`src/rtl/rxq_pkg.sv`:
```
package rxq_pkg;

  localparam int WORD_W = 32;
  localparam int MAX_DEPTH = 4096;

  typedef logic [WORD_W-1:0] word_t;

  // Accepts only powers of two in [2, MAX_DEPTH]
  function automatic bit depth_ok(input int d);
    return (d >= 2) && (d <= MAX_DEPTH) && ((d & (d - 1)) == 0);
  endfunction

endpackage

```
`src/rtl/rxq_rst_sync.sv`:
```
module rxq_rst_sync (
  input  logic clk_i,
  input  logic rst_ni,
  output logic rst_no
);
  logic [1:0] sync_q;

  always_ff @(posedge clk_i or negedge rst_ni) begin
    if (!rst_ni) sync_q <= 2'b00;
    else         sync_q <= {sync_q[0], 1'b1};
  end

  assign rst_no = sync_q[1];
endmodule

```
`src/rtl/rxq_ram.sv`:
```
module rxq_ram
  import rxq_pkg::*;
#(
  parameter int DEPTH = 64,
  localparam int AW = $clog2(DEPTH)
) (
  input  logic          clk_i,
  input  logic          rst_ni,
  input  logic          we_i,
  input  logic [AW-1:0] waddr_i,
  input  word_t         wdata_i,
  input  logic [AW-1:0] raddr_i,
  output word_t         rdata_o
);
  word_t mem [DEPTH];
  word_t rdata_q;

  // Write-only port
  always_ff @(posedge clk_i) begin
    if (we_i) mem[waddr_i] <= wdata_i;
  end

  // Read-only port, registered one cycle after the address
  always_ff @(posedge clk_i or negedge rst_ni) begin
    if (!rst_ni) rdata_q <= '0;
    else         rdata_q <= mem[raddr_i];
  end

  assign rdata_o = rdata_q;
endmodule

```
`src/rtl/rxq_wrctl.sv`:
```
module rxq_wrctl #(
  parameter int DEPTH   = 64,
  parameter int TS_SLOT = 1,
  localparam int AW = $clog2(DEPTH),
  localparam int CW = AW + 1
) (
  input  logic          clk_i,
  input  logic          rst_ni,
  input  logic          wr_en_i,
  input  logic          wr_ts_i,
  input  logic          commit_i,
  input  logic          abort_i,
  input  logic          rd_fire_i,
  output logic          ram_we_o,
  output logic [AW-1:0] ram_waddr_o,
  output logic          empty_o,
  output logic          overrun_o
);
  logic [AW-1:0] wr_ptr_q, wr_ptr_d;    // next free slot, pending frame included
  logic [AW-1:0] com_ptr_q, com_ptr_d;  // first slot of the pending frame
  logic [CW-1:0] occ_com_q, occ_com_d;  // committed unread words
  logic [CW-1:0] pend_q, pend_d;        // uncommitted words
  logic          ovr_q, ovr_d;

  logic full, wr_ok, drop, end_frame, good_commit;

  always_comb begin
    full        = (occ_com_q + pend_q) == CW'(DEPTH);
    wr_ok       = wr_en_i && !full && !ovr_q;
    drop        = wr_en_i && (full || ovr_q);
    end_frame   = commit_i || abort_i;
    good_commit = commit_i && !abort_i && !ovr_q && !drop;

    wr_ptr_d  = wr_ptr_q + AW'(wr_ok);
    com_ptr_d = com_ptr_q;
    pend_d    = pend_q + CW'(wr_ok);
    occ_com_d = occ_com_q - CW'(rd_fire_i);
    ovr_d     = ovr_q || drop;

    if (end_frame) begin
      pend_d = '0;
      ovr_d  = 1'b0;
      if (good_commit) begin
        com_ptr_d = wr_ptr_d;
        occ_com_d = occ_com_q - CW'(rd_fire_i) + pend_q + CW'(wr_ok);
      end else begin
        wr_ptr_d = com_ptr_q;  // roll back
      end
    end
  end

  always_ff @(posedge clk_i or negedge rst_ni) begin
    if (!rst_ni) begin
      wr_ptr_q  <= '0;
      com_ptr_q <= '0;
      occ_com_q <= '0;
      pend_q    <= '0;
      ovr_q     <= 1'b0;
    end else begin
      wr_ptr_q  <= wr_ptr_d;
      com_ptr_q <= com_ptr_d;
      occ_com_q <= occ_com_d;
      pend_q    <= pend_d;
      ovr_q     <= ovr_d;
    end
  end

  assign ram_we_o    = wr_ok || wr_ts_i;
  assign ram_waddr_o = wr_ts_i ? (com_ptr_q + AW'(TS_SLOT)) : wr_ptr_q;
  assign empty_o     = (occ_com_q == '0);
  assign overrun_o   = ovr_q;

  // a write into a full buffer raises the overrun flag
  p_ovr_on_full_r8: assert property (@(posedge clk_i) disable iff (!rst_ni)
    (wr_en_i && full && !end_frame) |=> overrun_o);

  // abort returns the write position to the committed one
  p_abort_rollback_r7: assert property (@(posedge clk_i) disable iff (!rst_ni)
    abort_i |=> (wr_ptr_q == $past(com_ptr_q)));

  // commit stands alone on the write side
  p_commit_alone_r6: assert property (@(posedge clk_i) disable iff (!rst_ni)
    commit_i |-> (!wr_en_i && !wr_ts_i));

  // a successful commit of words makes the buffer non-empty
  p_commit_publish_r6: assert property (@(posedge clk_i) disable iff (!rst_ni)
    (good_commit && (pend_q != '0)) |=> !empty_o);

  // occupancy never exceeds the depth
  p_occ_bound_r9: assert property (@(posedge clk_i) disable iff (!rst_ni)
    (occ_com_q + pend_q) <= CW'(DEPTH));

  // a timestamp patch does not move the write position
  p_ts_hold_r10: assert property (@(posedge clk_i) disable iff (!rst_ni)
    (wr_ts_i && !wr_en_i && !abort_i) |=> $stable(wr_ptr_q));
endmodule

```
`src/rtl/rxq_rdptr.sv`:
```
module rxq_rdptr #(
  parameter int DEPTH = 64,
  parameter int CNT_W = 5,
  localparam int AW = $clog2(DEPTH)
) (
  input  logic             clk_i,
  input  logic             rst_ni,
  input  logic             rd_fire_i,
  input  logic [CNT_W-1:0] hdr_cnt_i,
  output logic [AW-1:0]    ram_raddr_o,
  output logic [CNT_W-1:0] frame_left_o
);
  logic [AW-1:0]    rd_ptr_q, rd_ptr_d, rd_ptr_inc;
  logic [CNT_W-1:0] cnt_q, cnt_d;

  // Incremented pointer: next pointer value and lookahead read address
  assign rd_ptr_inc  = rd_ptr_q + AW'(1);
  assign ram_raddr_o = rd_fire_i ? rd_ptr_inc : rd_ptr_q;

  always_comb begin
    rd_ptr_d = rd_ptr_q;
    cnt_d    = cnt_q;
    if (rd_fire_i) begin
      rd_ptr_d = rd_ptr_inc;
      cnt_d    = (cnt_q == '0) ? hdr_cnt_i : (cnt_q - CNT_W'(1));
    end
  end

  always_ff @(posedge clk_i or negedge rst_ni) begin
    if (!rst_ni) begin
      rd_ptr_q <= '0;
      cnt_q    <= '0;
    end else begin
      rd_ptr_q <= rd_ptr_d;
      cnt_q    <= cnt_d;
    end
  end

  assign frame_left_o = cnt_q;

  // one-word step per accepted read, hold otherwise
  p_rd_step_r3: assert property (@(posedge clk_i) disable iff (!rst_ni)
    rd_fire_i |=> (rd_ptr_q == $past(rd_ptr_q) + AW'(1)));
  p_rd_hold_r3: assert property (@(posedge clk_i) disable iff (!rst_ni)
    !rd_fire_i |=> $stable(rd_ptr_q));

  // the address the RAM registered last cycle is the current position
  p_lookahead_r4: assert property (@(posedge clk_i) disable iff (!rst_ni)
    1'b1 |=> (rd_ptr_q == $past(ram_raddr_o)));

  // counter decrements on reads inside a frame
  p_cnt_dec_r11: assert property (@(posedge clk_i) disable iff (!rst_ni)
    (rd_fire_i && (cnt_q != '0)) |=> (cnt_q == $past(cnt_q) - CNT_W'(1)));
endmodule

```
`src/rtl/rxq_frame_buf.sv`:
```
module rxq_frame_buf
  import rxq_pkg::*;
#(
  parameter int DEPTH   = 64,
  parameter int TS_SLOT = 1,
  parameter int CNT_LSB = 0,
  parameter int CNT_W   = 5
) (
  input  logic             clk_i,
  input  logic             rst_ni,
  input  logic             wr_en_i,
  input  logic             wr_ts_i,
  input  logic [31:0]      wr_data_i,
  input  logic             commit_i,
  input  logic             abort_i,
  input  logic             rd_en_i,
  output logic [31:0]      rd_data_o,
  output logic             empty_o,
  output logic             overrun_o,
  output logic [CNT_W-1:0] frame_left_o
);
  localparam int AW = $clog2(DEPTH);

  // elaboration-time size checks
  if (!depth_ok(DEPTH)) begin : g_bad_depth
    $error("rxq_frame_buf: DEPTH must be a power of two in 2..4096");
  end
  if ((CNT_LSB + CNT_W) > WORD_W) begin : g_bad_field
    $error("rxq_frame_buf: count field exceeds the word");
  end

  logic          rst_n;
  logic          ram_we, rd_fire;
  logic [AW-1:0] ram_waddr, ram_raddr;
  word_t         ram_rdata;

  rxq_rst_sync u_rst (
    .clk_i  (clk_i),
    .rst_ni (rst_ni),
    .rst_no (rst_n)
  );

  assign rd_fire = rd_en_i && !empty_o;

  rxq_wrctl #(.DEPTH(DEPTH), .TS_SLOT(TS_SLOT)) u_wr (
    .clk_i       (clk_i),
    .rst_ni      (rst_n),
    .wr_en_i     (wr_en_i),
    .wr_ts_i     (wr_ts_i),
    .commit_i    (commit_i),
    .abort_i     (abort_i),
    .rd_fire_i   (rd_fire),
    .ram_we_o    (ram_we),
    .ram_waddr_o (ram_waddr),
    .empty_o     (empty_o),
    .overrun_o   (overrun_o)
  );

  rxq_rdptr #(.DEPTH(DEPTH), .CNT_W(CNT_W)) u_rd (
    .clk_i        (clk_i),
    .rst_ni       (rst_n),
    .rd_fire_i    (rd_fire),
    .hdr_cnt_i    (ram_rdata[CNT_LSB +: CNT_W]),
    .ram_raddr_o  (ram_raddr),
    .frame_left_o (frame_left_o)
  );

  rxq_ram #(.DEPTH(DEPTH)) u_ram (
    .clk_i   (clk_i),
    .rst_ni  (rst_n),
    .we_i    (ram_we),
    .waddr_i (ram_waddr),
    .wdata_i (wr_data_i),
    .raddr_i (ram_raddr),
    .rdata_o (ram_rdata)
  );

  assign rd_data_o = empty_o ? '0 : ram_rdata;

  // a read strobe while empty does not change the frame counter
  p_empty_read_r3: assert property (@(posedge clk_i) disable iff (!rst_n)
    (rd_en_i && empty_o) |=> $stable(frame_left_o));
endmodule

```
`config.mk`:
```
export PLATFORM = sky130hd
export DESIGN_NAME = rxq_frame_buf
export DESIGN_NICKNAME = d
export VERILOG_FILES = /design/src/rtl/rxq_pkg.sv /design/src/rtl/rxq_rst_sync.sv /design/src/rtl/rxq_ram.sv /design/src/rtl/rxq_wrctl.sv /design/src/rtl/rxq_rdptr.sv /design/src/rtl/rxq_frame_buf.sv
export SDC_FILE = /design/constraint.sdc
export NUM_CORES = 2
export LEC_CHECK = 0
export ABC_AREA = 1
export CAP_MARGIN = 20
export CORE_MARGIN = 2
export CORE_UTILIZATION = 40
export DETAILED_ROUTE_END_ITERATION = 12
export GPL_TIMING_DRIVEN = 0
export PLACE_DENSITY = 0.63
export SYNTH_ARGS = -nofsm -noshare
export SYNTH_HDL_FRONTEND = slang
export SYNTH_SLANG_ARGS = --single-unit
```
`constraint.sdc`:
```
create_clock -name clk_i -period 3.8 [get_ports clk_i]
set_input_delay 0.76 -clock clk_i [delete_from_list [all_inputs] [get_ports clk_i]]
set_output_delay 0.76 -clock clk_i [all_outputs]
set_load 0.1 [all_outputs]
```
[After elaboration in Yosys (flattened, before gate mapping)]
Memory sizes are Yosys's and may differ from the RTL's. A register that Yosys moved wholly into a read port is not among the register bits.
Index checks and enable logic that the tools add are counted.
Storage, ports and cells
  memories: 1
  register bits after elaboration: 40
  word-level logic and storage cells: 50
  memory bits (writable): 2048
  output and inout bits: 39
Memory list
  u_ram.mem: depth 64, width 32, rd ports 1, clocked after memory_dff 1, wr ports 1, line rxq_ram.sv:15  | word_t mem [DEPTH];
Cells by class
  equal/unequal tests: 1
  multiplexer cells: 12
  reductions and logical operators: 19
  $add $sub $neg: 9
Operators with widths (number)
  $mux W32: 1
  $mux W6: 4
  $mux W7: 3
  $add A7 B1 Y7: 2
  $add A7 B7 Y7: 2
  $add A6 B1 Y6 const B: 2
  $eq A7 B7 Y1 const B: 1
  $logic_and A1 B1 Y1: 7
  $logic_not A7 Y1: 1
  $sub A7 B1 Y7: 1
  $add A6 B1 Y6: 1
  $logic_not A1 Y1: 6
  $logic_not A5 Y1: 1
  $mux W5: 1
  $sub A5 B1 Y5 const B: 1
  $logic_or A1 B1 Y1: 4
  $mux W1: 3

[Depth between registers and ports, before layout]
  depth in word-level cells: 8
  gate-level depth with buffers: 19
  mapped depth without buffers: 19

[Cells and area by module]
From an unflattened synthesis, not the netlist that was laid out.
Second synthesis, totals
  cell total of the unflattened synthesis: 7213
  area total of the unflattened synthesis: 86115.1 um2
Modules (own cells, without submodules)
  rxq_ram: cells an instance 6769, instances 1, area an instance 82898.3 um2
  rxq_wrctl: cells an instance 295, instances 1, area an instance 2229.6 um2
  rxq_rdptr: cells an instance 76, instances 1, area an instance 635.6 um2
  rxq_frame_buf: cells an instance 70, instances 1, area an instance 297.8 um2
  rxq_rst_sync: cells an instance 3, instances 1, area an instance 53.8 um2

[Worst setup path before layout]
Ideal clock, no wire load.
  kind: input -> register
  start: input wr_ts_i
  end: memory u_ram.mem[48][0] (netlist name), enable pin
  arrival time: 3.426 ns
  library setup time: 0.421 ns
  buffers on the path: 1
  stages: 6
  path slack: -0.047 ns
  cells stage by stage: clkbuf_1 > o21ai_0 > inv_1 > nor3_1 > inv_1 > nor2_1
On the way
  word-level cells in the longest chain between the ends: 3
  elaborated cells on any way between the ends: 4
  those cells by class: 3 x mux; 1 x reduce/logical
Ends and longest elaborated chain
  start: declaration: line rxq_frame_buf.sv:12  | input logic wr_ts_i,
  $logic_or A1 B1 Y1: line rxq_wrctl.sv:68  | assign ram_we_o = wr_ok || wr_ts_i;
  $mux W1: line rxq_ram.sv:20  | if (we_i) mem[waddr_i] <= wdata_i;
  $mux W1 (implied by the code): line rxq_ram.sv:20
  end: declaration: line rxq_ram.sv:15
Parallel ways exist; a longest one is shown, timed or not.

[Worst setup path in the final report]
  start: register u_wr.occ_com_q[3]
  end: register u_ram.rdata_q[25] (netlist: u_ram.rdata_o[25]), read port of u_ram.mem
On the way
  word-level cells in the longest chain between the ends: 4
Ends and longest elaborated chain
  start: declaration: line rxq_wrctl.sv:21  | logic [CW-1:0] occ_com_q, occ_com_d;
  start signal: assignment: line rxq_wrctl.sv:62  | occ_com_q <= occ_com_d;
  $logic_not A7 Y1: line rxq_wrctl.sv:70  | assign empty_o = (occ_com_q == '0);
  $logic_not A1 Y1: line rxq_frame_buf.sv:43  | assign rd_fire = rd_en_i && !empty_o;
  $logic_and A1 B1 Y1: line rxq_frame_buf.sv:43
  $mux W6: line rxq_rdptr.sv:18  | assign ram_raddr_o = rd_fire_i ? rd_ptr_inc : rd_ptr_q;
  end: declaration: line rxq_ram.sv:16  | word_t rdata_q;
No other way between the ends.
A chain may end at the register's enable or synchronous reset.

==> metrics.log <==
INFO  metric result_of_the_run = finished, violations left
INFO  metric violated_checks = setup timing
INFO  metric worst-r2r-cell-count = 15
INFO  metric clock_tree.buffer_depth = 3
INFO  metric synth_edf_count = 2048
INFO  metric critical_path.max_fanout = 10
INFO  metric synth_warnings = 0
INFO  metric post_synth_num_cell_types = 35
INFO  metric post-synth-top-count-cell = sky130_fd_sc_hd__nand3_1
INFO  metric synth_fp_nets = 8538
INFO  metric drt-total-wl = 316000 um
INFO  metric total_leakage_power = 42.5 nW
INFO  metric cts_tree = built
INFO  metric regToRegEndpoint = u_ram.rdata_o[25]
INFO  metric timing.critical_path.arrival = 4.60 ns
INFO  metric pin_count_of_the_biggest_net_entering_global_routing = 65
INFO  metric postSynthAreaPerCell = 11.0 um2
INFO  metric criticalPathCategory = reg -> reg
INFO  metric route.antenna.remaining_nets = 0
INFO  metric min_path_type = reg -> async
INFO  metric post-layout-total-power = 88.0 mW
INFO  metric number_of_h_tree_levels = 4
INFO  metric finalSetupViolCount = 6
INFO  metric vdd_ir_drop_max = between 0.6 and 0.7 mV
INFO  metric row_count = 177
INFO  metric area_share_of_the_largest_cell_type_after_synthesis = 0.657
INFO  metric route.met2.wl = 140000 um
INFO  metric synthesis.instances = 8476
INFO  metric grt_first_pass_wirelength = 445000 um
INFO  metric io_pins = 78
INFO  metric share_of_cells_above_drive_strength_1 = 0.112
INFO  metric area_of_the_die = about 240000 um2
INFO  metric detailedRoute.firstPassIterationCount = 9
INFO  metric worst_slew_pin_slew = 1.07 ns
INFO  metric seq_cells_post_synth = 2120
INFO  metric timing.final.ws_setup = -0.120 ns
INFO  metric route.met3.wl = 34400 um
INFO  metric hold_violations = 0
INFO  metric areaGrowthSynthToFinish = 15.8%
INFO  metric p_per_area = around 810 nW/um2
INFO  metric r2r_start = u_wr.occ_com_q[3]
INFO  metric clock_insertion_delay_worst_skew = about 0.9 ns
INFO  metric wirelength_met1 = 125000 um
INFO  metric routability_congestion_estimate_from_global_placement = 1.02
INFO  metric drt_iter0_drc = roughly 10k
INFO  metric min_period_over_period = 1.03
INFO  metric synth.top_cells.by_area = sky130_fd_sc_hd__edfxtp_1 (66%), sky130_fd_sc_hd__nand3_1 (12%), sky130_fd_sc_hd__nand3b_1 (5.7%)
INFO  metric floorplan.die.height = about 490 um
INFO  metric drt_drc_violations_left = 0
INFO  metric dp_slack = -1.42 ns
INFO  metric fin_skew = around 0.067 ns
INFO  metric gr-usage-all-layers = 0.261
INFO  metric timing.critical_path.to_type = flip-flop
INFO  metric synthFlopType = sky130_fd_sc_hd__edfxtp_1
INFO  metric final_max_slew_viol_count = 0
INFO  metric floorplan.die.width = 488 um
INFO  metric maxClockFrequency = 255 MHz
INFO  metric final_routed_wire_length_divided_by_cell_count = 26.1 um
INFO  metric ctsRootBufferMaster = sky130_fd_sc_hd__clkbuf_16
INFO  metric worst_slew_margin_rel = 0.286
INFO  metric port_buffers = 76
INFO  metric clk_transition_reported_paths = roughly 0.06 ns
INFO  metric synthesis.area = 93600 um2
INFO  metric synth_largest_area_cell = sky130_fd_sc_hd__edfxtp_1
INFO  metric cp_data_required_time = 4.48 ns
INFO  metric place.detailed.hpwl = roughly 220000 um
INFO  metric initial_utilization = 0.402
INFO  metric gr-total-overflow = 0
INFO  metric fraction_of_synthesis_flops_using_an_asynchronous_set_or_reset_pin = 0.0340
INFO  metric finalCriticalPeriod = 3.92 ns
INFO  metric ff2ff_setup_slack = -0.12 ns
INFO  metric synth_sequential_area_ratio = 0.677
INFO  metric rsz_0062_raised_after_global_routing = yes
INFO  metric nNetsFinal = 8948
INFO  metric tritoncts.num_buffers = 214
INFO  metric design.core.area = 233000 um2
INFO  metric grt_pass1_vias = 62.8k
INFO  metric clock_sink_count = 2120
INFO  metric max_cap_viol_count = 0
INFO  metric top_layer_used = met5
INFO  metric detailroute.via_count = 67.2k
INFO  metric startpoint_type = flip-flop
INFO  metric antenna_found_initial = 32
INFO  metric detail_route.vias_per_cell = 5.54
INFO  metric ys_top_cells_by_count = sky130_fd_sc_hd__nand3_1 (2164), sky130_fd_sc_hd__edfxtp_1 (2048), sky130_fd_sc_hd__nand2_1 (1403)
-- where the power goes --
group | leakage, nW | internal, mW | switching [mW] | total, mW
clock | 3.48 | 12.4 | 9.35 | 21.7
combinational | 19.7 | 9.54 | 29.6 | 39.1
sequential | 19.3 | 26.8 | 0.378 | 27.2
total | 42.5 | 48.7 | 39.3 | 88.0
-- flip-flops by register name, indices dropped and copies added, names as in the netlist --
register	flops
u_ram.mem	2048
u_rd.rd_ptr_q	6
u_wr.occ_com_q	7
u_wr.overrun_o	1
u_rst.sync_q	2
u_rd.frame_left_o	5
u_wr.pend_q	7
u_wr.wr_ptr_q	6
u_wr.com_ptr_q	6
u_ram.rdata_o	32
-- metal layers --
layer / up-vias / GRT usage
met1: 32944 / 0.354
met4: 14 / 0.132
li1: 29726 / -
met2: 3879 / 0.398
met3: 616 / 0.0522
met5: - / 0
-- layout by cell type (no fill, tap or decap), types with 20 or more instances in the layout --
cell,netlist,routed
sky130_fd_sc_hd__clkbuf_1,136,153
sky130_fd_sc_hd__clkinv_2,0,50
sky130_fd_sc_hd__nor2_1,92,51
sky130_fd_sc_hd__clkbuf_16,0,215
sky130_fd_sc_hd__edfxtp_1,2048,2048
sky130_fd_sc_hd__nand3_2,1,32
sky130_fd_sc_hd__buf_4,32,106
sky130_fd_sc_hd__clkinv_1,1,39
sky130_fd_sc_hd__nand3b_1,706,706
sky130_fd_sc_hd__bufinv_16,0,27
sky130_fd_sc_hd__buf_16,0,31
sky130_fd_sc_hd__buf_12,0,64
sky130_fd_sc_hd__dfrtp_1,72,71
sky130_fd_sc_hd__nor2_4,0,41
sky130_fd_sc_hd__buf_6,3,20
sky130_fd_sc_hd__nand3_1,2164,2131
sky130_fd_sc_hd__ha_1,20,20
sky130_fd_sc_hd__inv_1,1324,1297
sky130_fd_sc_hd__clkbuf_2,0,28
sky130_fd_sc_hd__buf_2,329,303
sky130_fd_sc_hd__buf_1,51,38
sky130_fd_sc_hd__o21ai_0,23,21
sky130_fd_sc_hd__nand2_1,1403,1396
-- through the flow --
step	TNS (ns)	utilization	hold WS (ns)	cell area, um2	instances
after floorplan	-10.32	-	0.331	93600	8476
after global placement	-4300.81	0.422	0.334	98100	11595
after detailed placement	-197.10	0.431	0.226	100000	11682
after CTS	-0.0103	0.464	0.228	108000	12105
after global routing	0	0.466	0.237	108000	12110
final	-0.335	0.466	0.212	108000	12118
-- repair_timing --
item	CTS	global route
setup buffers	27	4
gates resized for setup	280	96
hold buffers	1	0
endpoints found under the hold margin	2	0
pin swaps	16	4
setup endpoints to repair	867	612
-- cell type report --
| class | instances | area, um2 |
|---|---|---|
| inverters | 1327 | 5030 |
| well taps | 3043 | 3810 |
| diodes | 10 | 25.0 |
| clock buffers | 259 | 5600 |
| flip-flops and latches | 2120 | 63300 |
| repair buffers | 195 | 3000 |
| multi-input cells | 4478 | 23200 |
| fillers | 20983 | 124000 |
| plain buffers | 550 | 2810 |
| clock inverters | 136 | 1560 |
-- cell families (layout without fill, tap and decap cells) --
| logic type | Yosys count | count (layout) | share of synthesized area |
|---|---|---|---|
| AO/OA/AOI/OAI | 42 | 42 | 0.00250 |
| flip-flops | 2120 | 2120 | 0.677 |
| buffers and inverters | 1878 | 2467 | 0.0813 |
| other | 1 | 11 | 0.0000401 |
| AND/OR/NAND/NOR | 4384 | 4384 | 0.234 |
| multiplexers | 1 | 1 | 0.000107 |
| adder cells (fa/ha/maj) | 23 | 23 | 0.00332 |
| XOR/XNOR | 27 | 27 | 0.00253 |
-- worst max-delay path: stages, from the launching register on --
cell	delay (ns)
sky130_fd_sc_hd__dfrtp_1	0.43
sky130_fd_sc_hd__nor2_2	0.16
sky130_fd_sc_hd__nand2_2	0.20
sky130_fd_sc_hd__inv_1	0.10
sky130_fd_sc_hd__nand2_1	0.11
sky130_fd_sc_hd__nand3_2	0.19
sky130_fd_sc_hd__buf_4	0.32
sky130_fd_sc_hd__buf_6	0.38
sky130_fd_sc_hd__clkbuf_4	0.35
sky130_fd_sc_hd__nand3b_1	0.19
sky130_fd_sc_hd__nand3_1	0.13
sky130_fd_sc_hd__nand3_1	0.07
sky130_fd_sc_hd__nand3_1	0.10
sky130_fd_sc_hd__nand3_1	0.24
sky130_fd_sc_hd__nand3_1	0.37
sky130_fd_sc_hd__nand2_1	0.27
-- how the worst max path moves through the flow --
| stage | from | end | slack [ns] | cells after the start |
|---|---|---|---|---|
| after floorplan | u_wr.pend_q[0] | u_ram.mem[14][0] | -0.04 | 14 |
| after global placement | wr_ts_i | u_ram.mem[9][13] | -2.87 | 7 |
| after detailed placement | rd_en_i | u_ram.rdata_o[6] | -1.42 | 12 |
| after CTS | u_wr.occ_com_q[3] | rd_data_o[29] | -0.007 | 8 |
| after global routing | u_wr.pend_q[0] | u_wr.occ_com_q[6] | 0.0009 | 19 |
| final | u_wr.occ_com_q[3] | u_ram.rdata_o[25] | -0.12 | 15 |
Note: power is estimated with default switching activity, not from simulation.
